==> src/rtl/cfgsel_pkg.sv <==
package cfgsel_pkg;

  localparam int MAX_ACCESS_BYTES = 8;
  localparam logic REG_CONTROL = 1'b0;
  localparam logic REG_DATA    = 1'b1;

  typedef enum logic [2:0] {
    ACT_NONE,
    ACT_SELECT,
    ACT_READ,
    ACT_DROP,
    ACT_REJECT
  } act_e;

endpackage

==> src/rtl/cfgsel_decode.sv <==
module cfgsel_decode
  import cfgsel_pkg::*;
(
  input  logic       req,
  input  logic       narrow,
  input  logic       is_write,
  input  logic       reg_sel,
  input  logic [2:0] offset,
  input  logic [3:0] size,
  output act_e       act
);

  always_comb begin
    act = ACT_NONE;
    if (req) begin
      if (narrow) begin
        if (size == 4'd1)
          act = is_write ? ACT_DROP : ACT_READ;
        else if (size == 4'd2 && is_write)
          act = ACT_SELECT;
        else
          act = ACT_REJECT;
      end else if (reg_sel == REG_CONTROL) begin
        act = (is_write && size == 4'd2) ? ACT_SELECT : ACT_REJECT;
      end else begin
        if (offset == 3'd0 && size >= 4'd1 && size <= 4'(MAX_ACCESS_BYTES))
          act = is_write ? ACT_DROP : ACT_READ;
        else
          act = ACT_REJECT;
      end
    end
  end

endmodule

==> src/rtl/cfgsel_store.sv <==
module cfgsel_store #(
  parameter int NENT   = 16,
  parameter int EBYTES = 16,
  localparam int IW = $clog2(NENT),
  localparam int PW = $clog2(EBYTES),
  localparam int LW = $clog2(EBYTES + 1),
  localparam int AW = 1 + IW + PW,
  localparam int DEPTH = 2 * NENT * EBYTES,
  localparam int NLEN = 2 * NENT
) (
  input  logic          clk,
  input  logic          rst,
  input  logic          ld_len_we,
  input  logic          ld_byte_we,
  input  logic          ld_local,
  input  logic [IW-1:0] ld_idx,
  input  logic [PW-1:0] ld_pos,
  input  logic [7:0]    ld_byte,
  input  logic [LW-1:0] ld_len,
  input  logic          rd_en,
  input  logic [AW-1:0] rd_addr,
  output logic [7:0]    rd_q,
  input  logic          lk_local,
  input  logic [IW-1:0] lk_idx,
  output logic [LW-1:0] lk_len
);

  logic [7:0] mem [DEPTH];
  logic [LW-1:0] len_q [NLEN];

  always_ff @(posedge clk) begin
    if (ld_byte_we)
      mem[{ld_local, ld_idx, ld_pos}] <= ld_byte;
    if (rd_en)
      rd_q <= mem[rd_addr];
  end

  for (genvar e = 0; e < NLEN; e++) begin : g_len
    always_ff @(posedge clk) begin
      if (rst)
        len_q[e] <= '0;
      else if (ld_len_we && {ld_local, ld_idx} == (1 + IW)'(e))
        len_q[e] <= ld_len;
    end
  end

  assign lk_len = len_q[{lk_local, lk_idx}];

endmodule

==> src/rtl/cfgsel_engine.sv <==
module cfgsel_engine #(
  parameter int NENT      = 16,
  parameter int EBYTES    = 16,
  parameter int SELW      = 16,
  parameter int LOCAL_BIT = 15,
  parameter int IDXF      = 14,
  localparam int IW = $clog2(NENT),
  localparam int PW = $clog2(EBYTES),
  localparam int LW = $clog2(EBYTES + 1),
  localparam int AW = 1 + IW + PW
) (
  input  logic            clk,
  input  logic            rst,
  input  logic            sel_fire,
  input  logic [SELW-1:0] sel_val,
  input  logic            rd_fire,
  input  logic [3:0]      rd_size,
  input  logic [LW-1:0]   lk_len,
  input  logic [7:0]      rd_q,
  output logic            busy,
  output logic            rd_en,
  output logic [AW-1:0]   rd_addr,
  output logic            cur_local,
  output logic [IW-1:0]   cur_idx,
  output logic            cur_ok,
  output logic [31:0]     off,
  output logic [3:0]      size_r,
  output logic            rsp_valid,
  output logic [63:0]     rsp_data
);

  logic            run, pend;
  logic [3:0]      rem, taken;
  logic [63:0]     acc;
  logic [IDXF-1:0] masked;
  logic            sel_ok, more, iss, fin;
  logic [6:0]      pad_bits;

  assign masked   = sel_val[IDXF-1:0];
  assign sel_ok   = 32'(masked) < 32'(NENT);
  assign more     = cur_ok && (off < 32'(lk_len));
  assign iss      = run && (rem != 4'd0) && more;
  assign fin      = run && !iss && !pend;
  assign pad_bits = {size_r - taken, 3'b000};

  assign busy    = run;
  assign rd_en   = iss;
  assign rd_addr = {cur_local, cur_idx, off[PW-1:0]};

  always_ff @(posedge clk) begin
    if (rst) begin
      cur_local <= 1'b0;
      cur_idx   <= '0;
      cur_ok    <= 1'b1;
      off       <= '0;
      run       <= 1'b0;
      pend      <= 1'b0;
      rem       <= '0;
      taken     <= '0;
      size_r    <= '0;
      acc       <= '0;
      rsp_valid <= 1'b0;
      rsp_data  <= '0;
    end else begin
      rsp_valid <= 1'b0;
      if (sel_fire) begin
        cur_local <= sel_val[LOCAL_BIT];
        cur_idx   <= masked[IW-1:0];
        cur_ok    <= sel_ok;
        off       <= '0;
      end
      if (rd_fire) begin
        run    <= 1'b1;
        rem    <= rd_size;
        size_r <= rd_size;
        taken  <= '0;
        acc    <= '0;
        pend   <= 1'b0;
      end
      if (run) begin
        pend <= iss;
        if (pend)
          acc <= {acc[55:0], rd_q};
        if (iss) begin
          off   <= off + 32'd1;
          rem   <= rem - 4'd1;
          taken <= taken + 4'd1;
        end
        if (fin) begin
          run       <= 1'b0;
          rsp_valid <= 1'b1;
          rsp_data  <= acc << pad_bits;
        end
      end
    end
  end

endmodule

==> src/rtl/cfgsel_port.sv <==
module cfgsel_port
  import cfgsel_pkg::*;
#(
  parameter int FIRST_FILE = 8,
  parameter int FILE_SLOTS = 8,
  parameter int EBYTES     = 16,
  localparam int NENT = FIRST_FILE + FILE_SLOTS,
  localparam int IW   = $clog2(NENT),
  localparam int PW   = $clog2(EBYTES),
  localparam int LW   = $clog2(EBYTES + 1),
  localparam int AW   = 1 + IW + PW
) (
  input  logic          clk,
  input  logic          rst,
  input  logic          narrow_mode,
  input  logic          init_len_we,
  input  logic          init_byte_we,
  input  logic          init_local,
  input  logic [IW-1:0] init_index,
  input  logic [PW-1:0] init_byte_pos,
  input  logic [7:0]    init_byte,
  input  logic [LW-1:0] init_len,
  input  logic          acc_valid,
  output logic          acc_ready,
  input  logic          acc_write,
  input  logic          acc_reg,
  input  logic [2:0]    acc_addr,
  input  logic [3:0]    acc_size,
  input  logic [15:0]   acc_wdata,
  output logic          acc_err,
  output logic          rsp_valid,
  output logic [63:0]   rsp_data
);

  act_e          act;
  logic          busy, rd_en, cur_local, eng_ok;
  logic [AW-1:0] rd_addr;
  logic [IW-1:0] cur_idx;
  logic [7:0]    rd_q;
  logic [LW-1:0] lk_len;
  logic [31:0]   eng_off;
  logic [3:0]    eng_size;
  logic          sel_fire, rd_fire, drop_fire, bad_fire;

  assign acc_ready = !busy;

  cfgsel_decode u_dec (
    .req      (acc_valid && acc_ready),
    .narrow   (narrow_mode),
    .is_write (acc_write),
    .reg_sel  (acc_reg),
    .offset   (acc_addr),
    .size     (acc_size),
    .act      (act)
  );

  assign sel_fire  = (act == ACT_SELECT);
  assign rd_fire   = (act == ACT_READ);
  assign drop_fire = (act == ACT_DROP);
  assign bad_fire  = (act == ACT_REJECT);

  always_ff @(posedge clk) begin
    if (rst) acc_err <= 1'b0;
    else     acc_err <= bad_fire;
  end

  cfgsel_store #(.NENT(NENT), .EBYTES(EBYTES)) u_store (
    .clk        (clk),
    .rst        (rst),
    .ld_len_we  (init_len_we),
    .ld_byte_we (init_byte_we),
    .ld_local   (init_local),
    .ld_idx     (init_index),
    .ld_pos     (init_byte_pos),
    .ld_byte    (init_byte),
    .ld_len     (init_len),
    .rd_en      (rd_en),
    .rd_addr    (rd_addr),
    .rd_q       (rd_q),
    .lk_local   (cur_local),
    .lk_idx     (cur_idx),
    .lk_len     (lk_len)
  );

  cfgsel_engine #(.NENT(NENT), .EBYTES(EBYTES)) u_eng (
    .clk       (clk),
    .rst       (rst),
    .sel_fire  (sel_fire),
    .sel_val   (acc_wdata),
    .rd_fire   (rd_fire),
    .rd_size   (acc_size),
    .lk_len    (lk_len),
    .rd_q      (rd_q),
    .busy      (busy),
    .rd_en     (rd_en),
    .rd_addr   (rd_addr),
    .cur_local (cur_local),
    .cur_idx   (cur_idx),
    .cur_ok    (eng_ok),
    .off       (eng_off),
    .size_r    (eng_size),
    .rsp_valid (rsp_valid),
    .rsp_data  (rsp_data)
  );

endmodule

==> config.mk <==
export PLATFORM = sky130hd
export DESIGN_NAME = cfgsel_port
export DESIGN_NICKNAME = d
export VERILOG_FILES = /design/src/rtl/cfgsel_pkg.sv /design/src/rtl/cfgsel_decode.sv /design/src/rtl/cfgsel_store.sv /design/src/rtl/cfgsel_engine.sv /design/src/rtl/cfgsel_port.sv
export SDC_FILE = /design/constraint.sdc
export NUM_CORES = 2
export LEC_CHECK = 0
export BUFFER_PORTS_ARGS = -buffer_cell sky130_fd_sc_hd__buf_2
export CORE_ASPECT_RATIO = 0.7
export CORE_MARGIN = 4
export CORE_UTILIZATION = 50
export CTS_CLUSTER_DIAMETER = 150
export CTS_CLUSTER_SIZE = 10
export DETAILED_ROUTE_END_ITERATION = 10
export PLACE_DENSITY = 0.75
export REMOVE_ABC_BUFFERS = 1
export SETUP_SLACK_MARGIN = 0.2
export SYNTH_ARGS = -nofsm -noshare
export SYNTH_HDL_FRONTEND = slang
export SYNTH_MEMORY_MAX_BITS = 65536
export SYNTH_SLANG_ARGS = --single-unit
==> constraint.sdc <==
create_clock -name clk -period 4.81 [get_ports clk]
set_clock_uncertainty 0.05 [all_clocks]
set_input_delay 0.7215 -clock clk [delete_from_list [all_inputs] [get_ports clk]]
set_output_delay 0.7215 -clock clk [all_outputs]
set_load 0.02 [all_outputs]
Word level (Yosys, flattened, before mapping)
Memories as Yosys holds them, arrays and structs flattened. A register that Yosys moved wholly into a read port is not among the register bits.
Index checks and enable logic that the tools add are counted.
{"block": "totals", "mem_bits_ro": 0, "output_inout_bits": 67, "n_memories": 2, "input_bits": 53, "latchBits": 0, "mem_bits_rw": 4256, "elab_cells": 302, "ff_bits": 182}
{"block": "classes", "eq_ne": 36, "bitwise_logic": 33, "div": 0, "mul": 0, "n_shift": 1, "n_mux": 159, "addsub": 4, "n_lt_le_gt_ge": 4, "reduce_logical": 50}
{"memory": "u_store.mem", "words": 512, "word_bits": 8, "rd": 1, "rd_clocked_by_memory_dff": 1, "write_ports": 1, "line": "cfgsel_store.sv:28", "source": "logic [7:0] mem [DEPTH];"}
{"memory": "u_store.len_q", "words": 32, "word_bits": 5, "rd": 1, "rd_clocked_by_memory_dff": 1, "write_ports": 32, "line": "cfgsel_store.sv:29", "source": "logic [LW-1:0] len_q [NLEN];"}
{"op": "$mux W64", "n": 3}
{"op": "$mux W5", "n": 34}
{"op": "$mux W1", "n": 107}
{"op": "$mux W32", "n": 3}
{"op": "$eq A5 B5 Y1 const B", "n": 16}
{"op": "$shl A64 B7 Y64", "n": 1}
{"op": "$logic_and A1 B1 Y1", "n": 41}
{"op": "$eq A5 B4 Y1 const B", "n": 8}
{"op": "$add A32 B1 Y32 const B", "n": 1}
{"op": "$lt A32 B5 Y1", "n": 1}
{"op": "$or A1 B1 Y1", "n": 32}
{"op": "$mux W4", "n": 6}
{"op": "$eq A5 B3 Y1 const B", "n": 4}
{"op": "$mux W3", "n": 6}
{"op": "$lt A14 B5 Y1 const B", "n": 1}
{"op": "$eq A5 B2 Y1 const B", "n": 2}
{"op": "$eq A5 B1 Y1 const B", "n": 1}
{"op": "$logic_not A5 Y1", "n": 1}
{"op": "$add A4 B1 Y4 const B", "n": 1}
{"op": "$eq A4 B1 Y1 const B", "n": 1}
{"op": "$eq A4 B2 Y1 const B", "n": 1}
{"op": "$ge A4 B1 Y1 const B", "n": 1}
{"op": "$le A4 B4 Y1 const B", "n": 1}
{"op": "$reduce_bool A4 Y1", "n": 1}
{"op": "other kinds (11)", "n": 13}

Depth between registers and ports, before layout
{"block": "depth", "word_depth": 11, "depth_mapped": 15}

By module
A second synthesis with hierarchy kept.
{"block": "unflattened", "cells_unflattened": 9452, "hier_area_um2": 176999.8}
{"module": "cfgsel_store", "cells_per_inst": 8535, "area_per_inst_um2": 168514.1, "n_inst": 1}
{"module": "cfgsel_engine", "cells_per_inst": 895, "area_per_inst_um2": 8305.5, "n_inst": 1}
{"module": "cfgsel_decode", "cells_per_inst": 16, "area_per_inst_um2": 120.1, "n_inst": 1}
{"module": "cfgsel_port", "cells_per_inst": 6, "area_per_inst_um2": 60.1, "n_inst": 1}

Worst setup path after synthesis
Ideal clock, no wire load.
{"block": "synth_path", "path_kind": "register to register", "start": "register (tool-made name)", "end": "register u_eng.rem[2]", "path_stages_with_launch": 15, "slack_ns": 0.451, "synth_period_minus_slack_ns": 4.359, "arrival_ns": 4.235, "n_path_buf": 3, "path_cell_list": "dfxtp_1 -> clkbuf_1 -> buf_1 -> mux4_2 -> mux4_2 -> mux2i_1 -> ha_1 -> a21o_1 -> a21oi_1 -> o2111a_1 -> nor4b_1 -> or3_4 -> clkbuf_8 -> mux2_2 -> a31oi_1"}
{"element": "end signal, assigned", "line": "cfgsel_engine.sv:74", "source": "rem <= rd_size;"}
{"element": "end signal, assigned", "line": "cfgsel_engine.sv:86", "source": "rem <= rem - 4'd1;"}
{"element": "end, declared", "line": "cfgsel_engine.sv:33", "source": "logic [3:0] rem, taken;"}

Final worst setup path
{"block": "layout_path", "start": "register u_eng.off[1]", "end": "register u_store.rd_q[4] (read register of u_store.mem), data pin"}
{"block": "layout_via", "elab_chain_cells": 3}
{"element": "start, declared", "line": "cfgsel_engine.sv:26", "source": "output logic [31:0] off,"}
{"element": "start signal, assigned", "line": "cfgsel_engine.sv:85", "source": "off <= off + 32'd1;"}
{"element": "$lt A32 B5 Y1", "line": "cfgsel_engine.sv:41", "source": "assign more = cur_ok && (off < 32'(lk_len));"}
{"element": "$logic_and A1 B1 Y1", "line": "cfgsel_engine.sv:41"}
{"element": "$logic_and A1 B1 Y1", "line": "cfgsel_engine.sv:42", "source": "assign iss = run && (rem != 4'd0) && more;"}
{"element": "end, declared", "line": "cfgsel_store.sv:22", "source": "output logic [7:0] rd_q,"}
Several ways; a longest one is shown, not always the timed one.
A chain may end at the register's enable or synchronous reset.

==> metrics.cfg <==
[cts]
cts_max_level = 5
cts_root_buf = clkbuf_16
cts_buffer_depth = 4
cts_tree = yes
cts_sinks = 4451
clk_pin_slew_ns = 0.06
cts_inserted_buffers = 487
clk_latency_ns = 0.99

[synthesis]
synth_top_cell_by_area = edfxtp_1
synthCells = 9161
synth_compound_area_share_pct = 3.886
synth_edf_count = 4264
synthSimpleGateAreaFrac_pct = 3.945
yosys_register_bits = 4451
syn_area_per_cell_um2 = 19.12
synth.most_common_cell = edfxtp_1
synthFlopType = edfxtp_1
synth_top_family_by_area = multiplexers
synthTopCellsByCount = edfxtp_1 (4264), mux4_2 (888), nor2_1 (664)
yosysWarningCount = 0
synth_fa_ha_area_share_pct = 0.08286
syn_area_um2 = 175200
muxShareOfSynthArea_pct = 15.10
yosysTopAreaCellShare_pct = 73.10
async_flop_share_pct = 0
synth.distinct_cells = 80
synth_seq_area_share_pct = 75.24
synth-xor-area-share_pct = 0.02500
synth.area.top_cells = edfxtp_1 (73%), mux4_2 (11%), mux2i_1 (3.2%)

[worst_setup_path]
reg2reg_from = u_eng.off[1]$_SDFF_PP0_
startpoint_type = flop
critical_path.startpoint = u_eng.off[1]$_SDFF_PP0_
crit_fanout = 53
cp.arrival_ns = 5.46
cp.required_ns = 5.54
path_class = flop to flop
worstSetupEndpointType = flop

[sta]
relSlewSlack_pct = 6.302
tightest_slew_ns = 1.405
fin_crit_sh_pct = 98.45
min_period_ns = 4.736
slew_viol_final = 0
setup_viol = 0
fmaxAchievable_ghz = 0.2112
rsz0062_at_grt = false
hold_viol_final = 0
setup_ws_ns = 0.07434
holdWs_ns = 0.06669
finalSetupTns_ns = 0

[route]
drt_first_pass_iters = 6
vias_per_cell = 6.755
num_vias = 97490
drtAntennaViolNets = 0
drt_iter0_drc = 17450
drt-total-wl_um = 483300
drc = 0
wl_per_cell_um = 33.49

[floorplan]
placementRows = 181
io_pins = 120
initial_core_util_pct = 50.32
die_w_um = 715.4
core_area_um2 = 348100
die_y_um = 503.2
dieArea_um2 = 360000

[run_status]
status = finished, final reports clean

[hold_path]
min-delay-start = acc_size[2]
hold_class = input pin to flop

[flow_run]
maxCapViolCount = 0

[placement]
place_congestion = 0.8993
dp_hpwl_um = 291300
post-place-ws_ns = -0.1038
io_buffers = 118

[power]
p_leak_nw = 61.07
ir_drop_mv = 0.5008
p_per_area_nw_per_um2 = 384.8

[cells_and_area]
top_regs = u_store.mem (4096), u_store.len_q (160)
largest_register_ff_count = 4096
largest_register = u_store.mem
syn_to_final_growth_pct = 12.54
fin_nets = 9751
drive_gt1_share_pct = 22.58

[global_routing]
antenna_found_initial = 28
grt_pass1_vias = 94740
grt_overflow = 0
grt_pass1_wl_um = 692800
grt_use_total_pct = 26.56
grt_max_degree = 169

==> kinds of logic after synthesis <==
family                   after synthesis
adder cells (fa/ha/maj)               11
XOR/XNOR                               5
AO/OA/AOI/OAI                        960
AND/OR/NAND/NOR                     1566
buffers and inverters                651
multiplexers                        1517
flip-flops                          4451
==> metal layers <==
metal | wire length [µm] | part of all wire (%) | track usage (%)
met5 | 77 | 0.016 | 0
met4 | 16040 | 3.3 | 8.167
met3 | 77440 | 16 | 9.194
met2 | 209500 | 43 | 37.89
met1 | 180300 | 37 | 38.76
==> layout by cell type, fill, tap and decap left out, types with 26 or more instances in the layout <==
master,count
nor2_1,663
clkbuf_1,39
o22ai_1,69
buf_4,451
nor3_1,37
buf_12,93
edfxtp_1,4264
buf_2,109
o221ai_1,146
nand3_1,83
a22oi_1,35
a21oi_1,228
o21ai_0,114
clkbuf_16,490
a22o_1,34
and2_1,26
and3_1,186
a211oi_1,37
mux2_2,72
mux2i_1,553
nand2_1,446
mux4_2,888
dfxtp_1,179
a221oi_1,95
o2bb2ai_1,48
==> stage by stage <==
stage | instance area (µm²) | instances | util (%) | power (mW)
finish | 197100 | 14430 | 56.63 | 75.85
global placement | 184300 | 13860 | 52.94 | 44.50
detailed placement | 184300 | 13860 | 52.94 | 44.58
global route | 197100 | 14410 | 56.62 | 77.75
CTS | 197000 | 14410 | 56.61 | 75.89
floorplan | 172200 | 8530 | - | 43.66
==> power by group <==
part,internal [mW],leakage (nW),switching (mW)
combinational,0.196,15.0,1.03
sequential,42.6,39.9,0.0396
clock,17.9,6.20,14.1
==> worst paths after layout <==
path | slack (ns) | to | cells after the start
setup / recovery | 0.07 | u_store.rd_q[4]$_DFFE_PN_ | 9
hold / removal | 0.07 | u_eng.size_r[2]$_SDFFE_PP0P_ | 3
setup reg to reg | 0.07 | u_store.rd_q[4]$_DFFE_PN_ | 9
hold reg to reg | 0.41 | u_eng.rsp_data[60]$_SDFFE_PP0P_ | 1
==> layout make-up <==
| class | instances | area, µm² |
|---|---|---|
| Inverter | 20 | 90.09 |
| Clock buffer | 529 | 12410 |
| Fill cell | 24810 | 151000 |
| Antenna cell | 21 | 52.55 |
| Clock inverter | 17 | 271.5 |
| Tap cell | 4666 | 5838 |
| Timing Repair Buffer | 668 | 5983 |
| Sequential cell | 4451 | 131800 |
| Multi-Input combinational cell | 4059 | 40670 |
==> timing repair <==
item,in CTS,in global routing
pin swaps,0,1
setup buffers,0,1
gates resized for setup,3,5
hold endpoints to repair,10,0
endpoints found under the setup margin,34,49
hold buffers,7,0
==> critical path: stages, from the launching register on <==
cell,delay (ns)
dfxtp_4,0.98
buf_12,0.41
nand3_2,0.14
buf_4,0.26
o221ai_1,0.30
a21oi_1,0.08
a211oi_1,0.85
a211oi_1,0.23
nor4_1,0.78
a32o_1,0.35
No activity file was read; power rests on OpenSTA's default activity.
